<file path="src/rtl/fas_err_pkg.sv">
// Package: shared constants and helpers for the frame alignment error toggle
// counter. Assumes the 7-bit E1 alignment pattern and a 1 ms timebase.
package fas_err_pkg;

    localparam int unsigned FAS_WORD_W          = 7;
    localparam logic [FAS_WORD_W-1:0] FAS_WORD  = 7'b0011011;
    localparam int unsigned FAS_GROUP_DEFAULT   = 16;
    localparam int unsigned FAS_HOLDOFF_DEFAULT = 128;

    // Width needed to hold values from 0 up to and including max_val.
    function automatic int unsigned span_width(input int unsigned max_val);
        int unsigned w;
        w = 1;
        while ((1 << w) <= max_val) begin
            w = w + 1;
        end
        return w;
    endfunction

endpackage

</file>
<file path="src/rtl/fas_word_check.sv">
// Module: fas_word_check
// Compares a strobed alignment word against the expected pattern and raises
// a one-cycle error pulse when at least one bit differs and the link is in
// sync. Assumes word_stb is a single-cycle strobe. This stage is purely
// combinational, so the pulse is in the same cycle as the strobe.
module fas_word_check #(
    parameter int unsigned          WORD_W  = 7,
    parameter logic [WORD_W-1:0]    PATTERN = 7'b0011011
) (
    input  logic              word_stb,
    input  logic [WORD_W-1:0] word_bits,
    input  logic              in_sync,
    output logic              word_err
);

    logic [WORD_W-1:0] bit_miss;

    // One mismatch flag per bit position.
    for (genvar gi = 0; gi < WORD_W; gi++) begin : g_bit
        assign bit_miss[gi] = word_bits[gi] ^ PATTERN[gi];
    end

    // Any number of wrong bits counts as one error, and only while synced.
    always_comb begin
        word_err = word_stb && in_sync && (|bit_miss);
    end

endmodule

</file>
<file path="src/rtl/fas_err_counter.sv">
// Module: fas_err_counter
// Counts errored words up to GROUP and saturates there until the top level
// consumes the group with a release pulse. An error that arrives in the same
// cycle as the release starts the next group at one. Errors that arrive
// while the count is saturated are dropped.
module fas_err_counter #(
    parameter int unsigned GROUP = 16,
    parameter int unsigned CW    = 5
) (
    input  logic          clk,
    input  logic          rst_n,
    input  logic          word_err,
    input  logic          release_grp,
    output logic          grp_full,
    output logic [CW-1:0] err_cnt
);

    localparam logic [CW-1:0] CNT_MAX = CW'(GROUP);

    // Group counter: clear on reset, restart on release, saturate at GROUP.
    always_ff @(posedge clk) begin
        if (!rst_n) begin
            err_cnt <= '0;
        end else if (release_grp) begin
            err_cnt <= word_err ? CW'(1) : '0;
        end else if (word_err && (err_cnt != CNT_MAX)) begin
            err_cnt <= err_cnt + CW'(1);
        end
    end

    // A complete group is waiting to be turned into a toggle.
    always_comb begin
        grp_full = (err_cnt == CNT_MAX);
    end

endmodule

</file>
<file path="src/rtl/fas_holdoff_timer.sv">
// Module: fas_holdoff_timer
// Rate limiter. A start pulse loads HOLDOFF_MS and each ms tick counts one
// off. The limiter is active while any count remains. If a start and a tick
// fall in the same cycle, the start wins, so the full window always follows
// a toggle.
module fas_holdoff_timer #(
    parameter int unsigned HOLDOFF_MS = 128,
    parameter int unsigned TW         = 8
) (
    input  logic          clk,
    input  logic          rst_n,
    input  logic          ms_tick,
    input  logic          start,
    output logic          active,
    output logic [TW-1:0] remain
);

    localparam logic [TW-1:0] LOAD_VAL = TW'(HOLDOFF_MS);

    // Remaining-time register: load on start, count down on ticks.
    always_ff @(posedge clk) begin
        if (!rst_n) begin
            remain <= '0;
        end else if (start) begin
            remain <= LOAD_VAL;
        end else if (ms_tick && (remain != '0)) begin
            remain <= remain - TW'(1);
        end
    end

    // The window is open for a new toggle only once the count is zero.
    always_comb begin
        active = (remain != '0);
    end

endmodule

</file>
<file path="src/rtl/fas_err_toggle.sv">
// Module: fas_err_toggle (top)
// Flips err_flag once per group of errored frame alignment words, no more
// often than once per hold-off window. Assumes word_stb and ms_tick are
// single-cycle pulses in the clk domain and that rst_n is synchronous and
// active low.
module fas_err_toggle
    import fas_err_pkg::*;
#(
    parameter int unsigned               WORD_W     = FAS_WORD_W,
    parameter logic [WORD_W-1:0]         PATTERN    = FAS_WORD,
    parameter int unsigned               GROUP      = FAS_GROUP_DEFAULT,
    parameter int unsigned               HOLDOFF_MS = FAS_HOLDOFF_DEFAULT
) (
    input  logic              clk,
    input  logic              rst_n,
    input  logic              word_stb,
    input  logic [WORD_W-1:0] word_bits,
    input  logic              in_sync,
    input  logic              ms_tick,
    output logic              err_flag
);

    localparam int unsigned CW = span_width(GROUP);
    localparam int unsigned TW = span_width(HOLDOFF_MS);

    logic          word_err;
    logic          grp_full;
    logic          hold_active;
    logic          fire;
    logic [CW-1:0] err_cnt;
    logic [TW-1:0] hold_remain;

    fas_word_check #(
        .WORD_W  (WORD_W),
        .PATTERN (PATTERN)
    ) u_check (
        .word_stb  (word_stb),
        .word_bits (word_bits),
        .in_sync   (in_sync),
        .word_err  (word_err)
    );

    fas_err_counter #(
        .GROUP (GROUP),
        .CW    (CW)
    ) u_count (
        .clk         (clk),
        .rst_n       (rst_n),
        .word_err    (word_err),
        .release_grp (fire),
        .grp_full    (grp_full),
        .err_cnt     (err_cnt)
    );

    fas_holdoff_timer #(
        .HOLDOFF_MS (HOLDOFF_MS),
        .TW         (TW)
    ) u_hold (
        .clk     (clk),
        .rst_n   (rst_n),
        .ms_tick (ms_tick),
        .start   (fire),
        .active  (hold_active),
        .remain  (hold_remain)
    );

    // A full group becomes a toggle as soon as the window is free.
    always_comb begin
        fire = grp_full && !hold_active;
    end

    // Status bit: flips once per released group.
    always_ff @(posedge clk) begin
        if (!rst_n) begin
            err_flag <= 1'b0;
        end else if (fire) begin
            err_flag <= ~err_flag;
        end
    end

endmodule

</file>
<file path="config.mk">
export PLATFORM = sky130hd
export DESIGN_NAME = fas_err_toggle
export DESIGN_NICKNAME = d
export VERILOG_FILES = /design/src/rtl/fas_err_pkg.sv /design/src/rtl/fas_word_check.sv /design/src/rtl/fas_err_counter.sv /design/src/rtl/fas_holdoff_timer.sv /design/src/rtl/fas_err_toggle.sv
export SDC_FILE = /design/constraint.sdc
export NUM_CORES = 1
export LEC_CHECK = 0
export BUFFER_PORTS_ARGS = -buffer_cell sky130_fd_sc_hd__buf_2
export CAP_MARGIN = 20
export CORE_MARGIN = 2
export CORE_UTILIZATION = 40
export CTS_CLUSTER_DIAMETER = 30
export DETAILED_ROUTE_END_ITERATION = 10
export PLACE_DENSITY = 0.63
export SYNTH_ARGS = -nofsm -noshare
export SYNTH_HDL_FRONTEND = slang
export SYNTH_HIERARCHICAL = 1
export SYNTH_SLANG_ARGS = --single-unit
</file>
<file path="constraint.sdc">
create_clock -name clk -period 4.25 [get_ports clk]
set_input_delay 0.85 -clock clk [delete_from_list [all_inputs] [get_ports clk]]
set_output_delay 0.85 -clock clk [all_outputs]
set_load 0.1 [all_outputs]
</file>
==> flow_summary_export.csv, run 1 <==
group,metric,value,unit
worst_setup_path,slowest_delay,500,ps
timing,fmax,444,MHz
routing,antenna_left,0,
synthesis,yosys.area.top_type,"dfxtp_1",
worst_setup_path,crit_type,"register to register",
timing,hold_viol,0,
routing,drt-initial-drc-count,11,
worst_setup_path,crit_path_cell_trace,"inv_1, ha_1, or3b_2, or3_1, nor2b_4, or3b_2, nor4_1, nor4bb_1",
synthesis,yosys-top-cells-area,"dfxtp_1, ha_1, nand2_1",
global_route,grt_antenna_before_repair,0,
power_and_ir_drop,peakVddDrop,0.325,mV
clock_network,clk_path_buf_depth,2,
timing,setup_viol,0,
routing,wl_per_cell,11.8,microns
floorplanning,die-area,2470,sq um
clock_network,cts_tree,"done",
cells_and_area,n_antenna_cell,0,
synthesis,synth_cell_types,41,
worst_setup_path,end_kind,"register",
global_route,grt_overflow_total,0,
status,outcome,"finished clean",
clock_network,hold_buffers,0,
worst_setup_path,crit_fanout,8,
timing,slew_viol_final,0,
routing,viasPerCell,5.19,
floorplanning,ios,13,
timing,period_minus_slack,2250,ps
worst_setup_path,worstPathRequired,4440,ps
cells_and_area,nNetsFinal,124,
routing,drt-total-wl,1.59,mm
synthesis,synth_cells,93,
global_route,grt_pass1_vias,656,
clock_network,cts_max_level,1,
cells_and_area,final_cell_mix,"dfxtp_1, buf_2, nand2_1",
floorplanning,dieWidth,49.7,microns
routing,drc,0,
cells_and_area,final_area,956,sq um
worst_setup_path,crit_top_cell,"or3b_2",
worst_setup_path,ff2ff_setup_slack,2000,ps
placed_design,portBuffers,12,
power_and_ir_drop,power.density,575,nW/um^2
timing,rsz0062_at_grt,"false",
flow_run,maxCapViolCount,0,
worst_setup_path,critPathArrivalTime,2440,ps
synthesis,yosysWarnings,6,
timing,slew_headroom,63.8,%
clock_network,cts_root_buffer,"clkbuf_4",
clock_network,clock_latency,270,ps
timing,setup_tns,0,ps
power_and_ir_drop,finalPower,550,uW
floorplanning,rows,16,
clock_network,post_cts_buffers,0,
clock_network,ctsResizeCount,0,
placed_design,gp_congestion,0.715,
clock_network,path_clk_slew,80,ps
floorplanning,floorplan.initialDensity,42.5,%
timing,tightest_slew,542,ps
floorplanning,fp.dieH,49.7,microns
synthesis,postSynthAreaPerCell,8.97,sq um
worst_setup_path,critPathSlowestCell,"or3b_2",
cells_and_area,drive_gt1_share,27.1,%
routing,drtPass1Iterations,4,
placed_design,dp_hpwl,1.22,mm
cells_and_area,final_common_cell,"dfxtp_1",
power_and_ir_drop,p_leak,0.000369,uW
cells_and_area,syn_to_final_growth,14.5,%
synthesis,syn_area,835,sq um
global_route,groute.usage.overall,14.8,%
clock_network,cts_sinks,14,
synthesis,seq_area_frac_synth,33.6,%
timing,final.period_utilization,53.0,%
placed_design,placed_cell_area,920,sq um
timing,finalClockSkew,0.910,ps
global_route,grt_max_degree,10,
worst_setup_path,critPathLaunchType,"register",
synthesis,syn_nets,109,
routing,vias,696,
synthesis,ys_seq_elements,14,
floorplanning,core_area,1960,sq um
global_route,grt_pass1_wl,2.86,mm
hold_path,hold_path.class,"register to register",
synthesis,synth_top_area_share,33.6,%
clock_network,cts_buffers,3,
[per-layer routing]
layer  vias to the layer above  global-route usage (%)  share of wire [%]
met3                         0                    3.03                1.8
met2                         4                    23.3                 49
li1                        375                       -                  -
met1                       317                    19.1                 49
met5                         -                       0                  0
met4                         0                    6.94                  0
[state kept, by name (all words and copies together) (netlist names)]
| register | cells |
|---|---|
| u_hold/remain | 8 |
| u_count/err_cnt | 5 |
| err_flag | 1 |
[stage by stage]
| step | utilization, % | setup WS (ps) | cells | hold slack (ps) |
|---|---|---|---|---|
| floorplan | - | 2170 | 93 | 451 |
| global placement | 46.9 | 2080 | 130 | 458 |
| detailed placement | 46.9 | 1980 | 130 | 460 |
| CTS | 48.7 | 1980 | 134 | 476 |
| global route | 48.7 | 1880 | 134 | 484 |
| finish | 48.7 | 2000 | 134 | 470 |
[final timing paths]
path / end / startpoint / cells past startpoint
setup / recovery: u_hold/remain[7] / u_hold/remain[0] / 8
setup reg to reg: u_hold/remain[7] / u_hold/remain[0] / 8
hold / removal: err_flag / err_flag / 2
hold reg to reg: err_flag / err_flag / 2
[where the power goes]
part / internal [uW] / total (uW) / leakage [uW] / switching [uW]
sequential: 166 / 202 / 0.000114 / 36.1
combinational: 121 / 255 / 0.000234 / 134
clock: 52.0 / 93.4 / 0.0000210 / 41.4
[worst max-delay path: cells and delay by family (launching register included)]
family | cells | cell delay, ps
flops | 1 | 340
buf+inv | 1 | 100
fa+ha+maj | 1 | 160
simple gates | 6 | 1570
[synthesized netlist by cell type]
cell / count
nand2b_1: 2
or2_2: 1
nor4_1: 1
nand3b_1: 2
dfxtp_1: 14
nor2_1: 3
nor3_1: 1
nand3_1: 3
or3_1: 3
nand4bb_4: 1
ha_1: 4
a211o_2: 1
xor2_1: 2
inv_2: 1
nor4bb_1: 1
a21oi_2: 1
o311a_2: 1
or3b_2: 2
nand4bb_1: 2
o21ai_0: 5
buf_2: 1
o31ai_1: 2
a21oi_1: 6
nor2b_4: 1
o21ai_1: 1
nand4_1: 3
a211oi_1: 1
clkbuf_1: 1
or4_1: 1
nor2b_1: 1
mux2i_1: 1
o311ai_0: 1
nand2_1: 10
or4b_4: 1
mux2_2: 1
inv_1: 5
nor3b_1: 1
o311a_1: 1
a21o_2: 1
a2111o_1: 1
and3b_2: 1
[logic make-up after synthesis]
| family | share of synthesized area [%] |
|---|---|
| buf+inv | 3.75 |
| fa+ha+maj | 6.00 |
| xor+xnor | 2.10 |
| flops | 33.6 |
| simple gates | 33.9 |
| mux | 2.55 |
| compound gates | 18.1 |
[area by class of cell]
cell class / instances / area [sq um]
flip-flops and latches: 14 / 280
fillers: 214 / 1010
inverters: 6 / 22.5
clock buffers: 4 / 36.3
multi-input cells: 71 / 523
repair buffers: 12 / 60.1
well taps: 27 / 33.8
(Power assumes the default switching activity.)
==> inputs of run 2 (changes only) <==
- clock period: 4.25 -> 2.23 ns (I/O delays scaled with it)
==> run 2 against run 1 <==
  * Power increased by 100%
  * Final cell count up 1.5%
  * Critical path depth unchanged
  * Clock-buffer cell count stayed put
  * Non-clock buffer count rose by 2
  * Utilization is 1.2 points higher
  * Via count increased by 3.9%
  * Register-to-register slack worse by 1900 ps
  * Worst setup slack worse by 1900 ps
  * Clock power up 96%
  * Critical path type unchanged
  * Largest cell class unchanged
  * Largest power group unchanged
==> flow_summary_export.csv, run 2 (same netlist as run 1, synthesis figures left out) <==
group,metric,value,unit
status,outcome,"finished clean",
timing,fin_hold_ws,467,ps
cells_and_area,largest_reg_flops,8,
cells_and_area,drive_gt1_share,32.1,%
placed_design,portBuffers,12,
clock_network,cts_tree,"done",
routing,drt-total-wl,1.64,mm
floorplanning,rows,16,
cells_and_area,reg_top3,"u_hold/remain (8), u_count/err_cnt (5), err_flag (1)",
worst_setup_path,cp_top_family,"simple AND/OR/NAND/NOR gates",
worst_setup_path,critPathArrivalTime,2300,ps
cells_and_area,multiInputGateArea,531,sq um
cells_and_area,nNetsFinal,126,
routing,antenna_left,0,
clock_network,path_clk_slew,90,ps
cells_and_area,final_common_cell,"dfxtp_1",
timing,setup_tns,0,ps
clock_network,hold_buffers,0,
timing,finalClockSkew,8.25,ps
cells_and_area,final_cell_mix,"dfxtp_1, buf_2, nand2_1",
worst_setup_path,slowest_delay,450,ps
worst_setup_path,crit_type,"register to register",
placed_design,place_ws,6.30,ps
global_route,grt_busiest_layer,"met2",
timing,slew_viol_final,0,
global_route,grt_max_degree,10,
placed_design,dp.cells,131,
power_and_ir_drop,p_leak,0.000382,uW
worst_setup_path,crit_fanout,8,
routing,wl_per_cell,12.1,microns
global_route,grt_pass1_wl,2.66,mm
cells_and_area,regMostFlops,"u_hold/remain",
routing,vias,723,
timing,final.period_utilization,95.0,%
routing,drc,0,
clock_network,cts_max_level,1,
placed_design,dp_hpwl,1.21,mm
worst_setup_path,crit_path_cell_trace,"inv_2, ha_1, or3b_2, or3_4, nor2b_4, or3b_4, nor4_1, nor4bb_1",
timing,period_minus_slack,2120,ps
placed_design,gp_congestion,0.762,
cells_and_area,final_area,980,sq um
global_route,use_met2,24.2,%
floorplanning,dieWidth,49.7,microns
timing,rsz0062_at_grt,"false",
global_route,grt_pass1_vias,657,
worst_setup_path,r2r_end,"u_hold/remain[7]",
power_and_ir_drop,peakVddDrop,0.750,mV
floorplanning,fp.dieH,49.7,microns
worst_setup_path,critPathLaunchType,"register",
routing,viasPerCell,5.32,
global_route,groute.usage.overall,14.2,%
timing,fmax,472,MHz
global_route,grt_util_met3,2.73,%
hold_path,worstHoldStart,"err_flag",
flow_run,maxCapViolCount,0,
power_and_ir_drop,power.density,1150,nW/um^2
worst_setup_path,end_kind,"register",
routing,drtPass1Iterations,4,
clock_network,cts_root_buffer,"clkbuf_4",
global_route,gr-usage-met1,16.4,%
cells_and_area,syn_to_final_growth,17.4,%
timing,hold_viol,0,
global_route,grt_overflow_total,0,
clock_network,clock_latency,280,ps
floorplanning,core_area,1960,sq um
clock_network,cts_buffers,3,
timing,slew_headroom,57.2,%
floorplanning,die-area,2470,sq um
placed_design,placed_cell_area,927,sq um
timing,setup_viol,0,
timing,fin_ws,112,ps
floorplanning,floorplan.initialDensity,42.5,%
global_route,grt_antenna_before_repair,0,
worst_setup_path,r2r_cells,8,
routing,drt-initial-drc-count,5,
timing,tightest_slew,640,ps
worst_setup_path,critPathSlowestCell,"or3b_2",
worst_setup_path,worstPathRequired,2410,ps
hold_path,whs_path_depth,2,
cells_and_area,nFillCells,206,
clock_network,cts_sinks,14,
hold_path,hold_end,"err_flag",
worst_setup_path,worstReg2RegStart,"u_hold/remain[0]",
floorplanning,ios,13,
clock_network,clk_path_buf_depth,2,
hold_path,hold_path.class,"register to register",
cells_and_area,seq_area,282,sq um
worst_setup_path,ff2ff_setup_slack,110,ps
worst_setup_path,path_buf_inv,1,
cells_and_area,final_cells,136,
cells_and_area,n_antenna_cell,0,
## run 2: how the worst max path moves through the flow
stage | cells after the start | slack [ps] | start | end
after floorplan | 8 | 150 | u_hold/remain[0] | u_hold/remain[7]
after global placement | 8 | 130 | u_hold/remain[0] | u_hold/remain[7]
after detailed placement | 8 | 6 | u_hold/remain[0] | u_hold/remain[7]
after CTS | 8 | 1 | u_hold/remain[0] | u_hold/remain[7]
after global routing | 8 | 30 | u_hold/remain[0] | u_hold/remain[7]
final | 8 | 110 | u_hold/remain[0] | u_hold/remain[7]
## run 2: stage by stage
stage | power [uW] | utilization [%]
final | 1130 | 49.9
after global routing | 1220 | 49.9
after CTS | 1100 | 49.1
after detailed placement | 910 | 47.3
after global placement | 895 | 47.3
after floorplan | 782 | -
## run 2: routing by layer
metal	vias to the layer above	share of wire, %
li1	379	-
met1	340	46
met2	2	52
met3	2	1.3
met4	0	0.85
met5	-	0
## run 2: cell type report
| class | count | share of cell area [%] |
|---|---|---|
| multi-input combinational | 71 | 54.2 |
| sequential | 14 | 28.7 |
| timing repair buffer | 14 | 7.66 |
| clock buffer | 4 | 3.70 |
| tap | 27 | 3.45 |
| inverter | 6 | 2.30 |
## run 2: what timing repair did
item	4_1_cts	5_1_grt
setup endpoints to repair	0	8
resized for setup	0	5
setup buffers	0	1
## run 2: power breakdown
part	total [uW]	switching (uW)	leakage [uW]	internal, uW
registers	389	70.9	0.000114	318
clock network	183	83.7	0.0000210	99.2
logic	555	276	0.000247	279
total	1130	431	0.000382	696
## run 2: worst register-to-register path, cell delays in order, from the launching register on
cell and delay, ps:
dfxtp_2 340, inv_2 60, ha_1 150, or3b_2 450
or3_4 350, nor2b_4 200, or3b_4 150, nor4_1 30
nor4bb_1 280
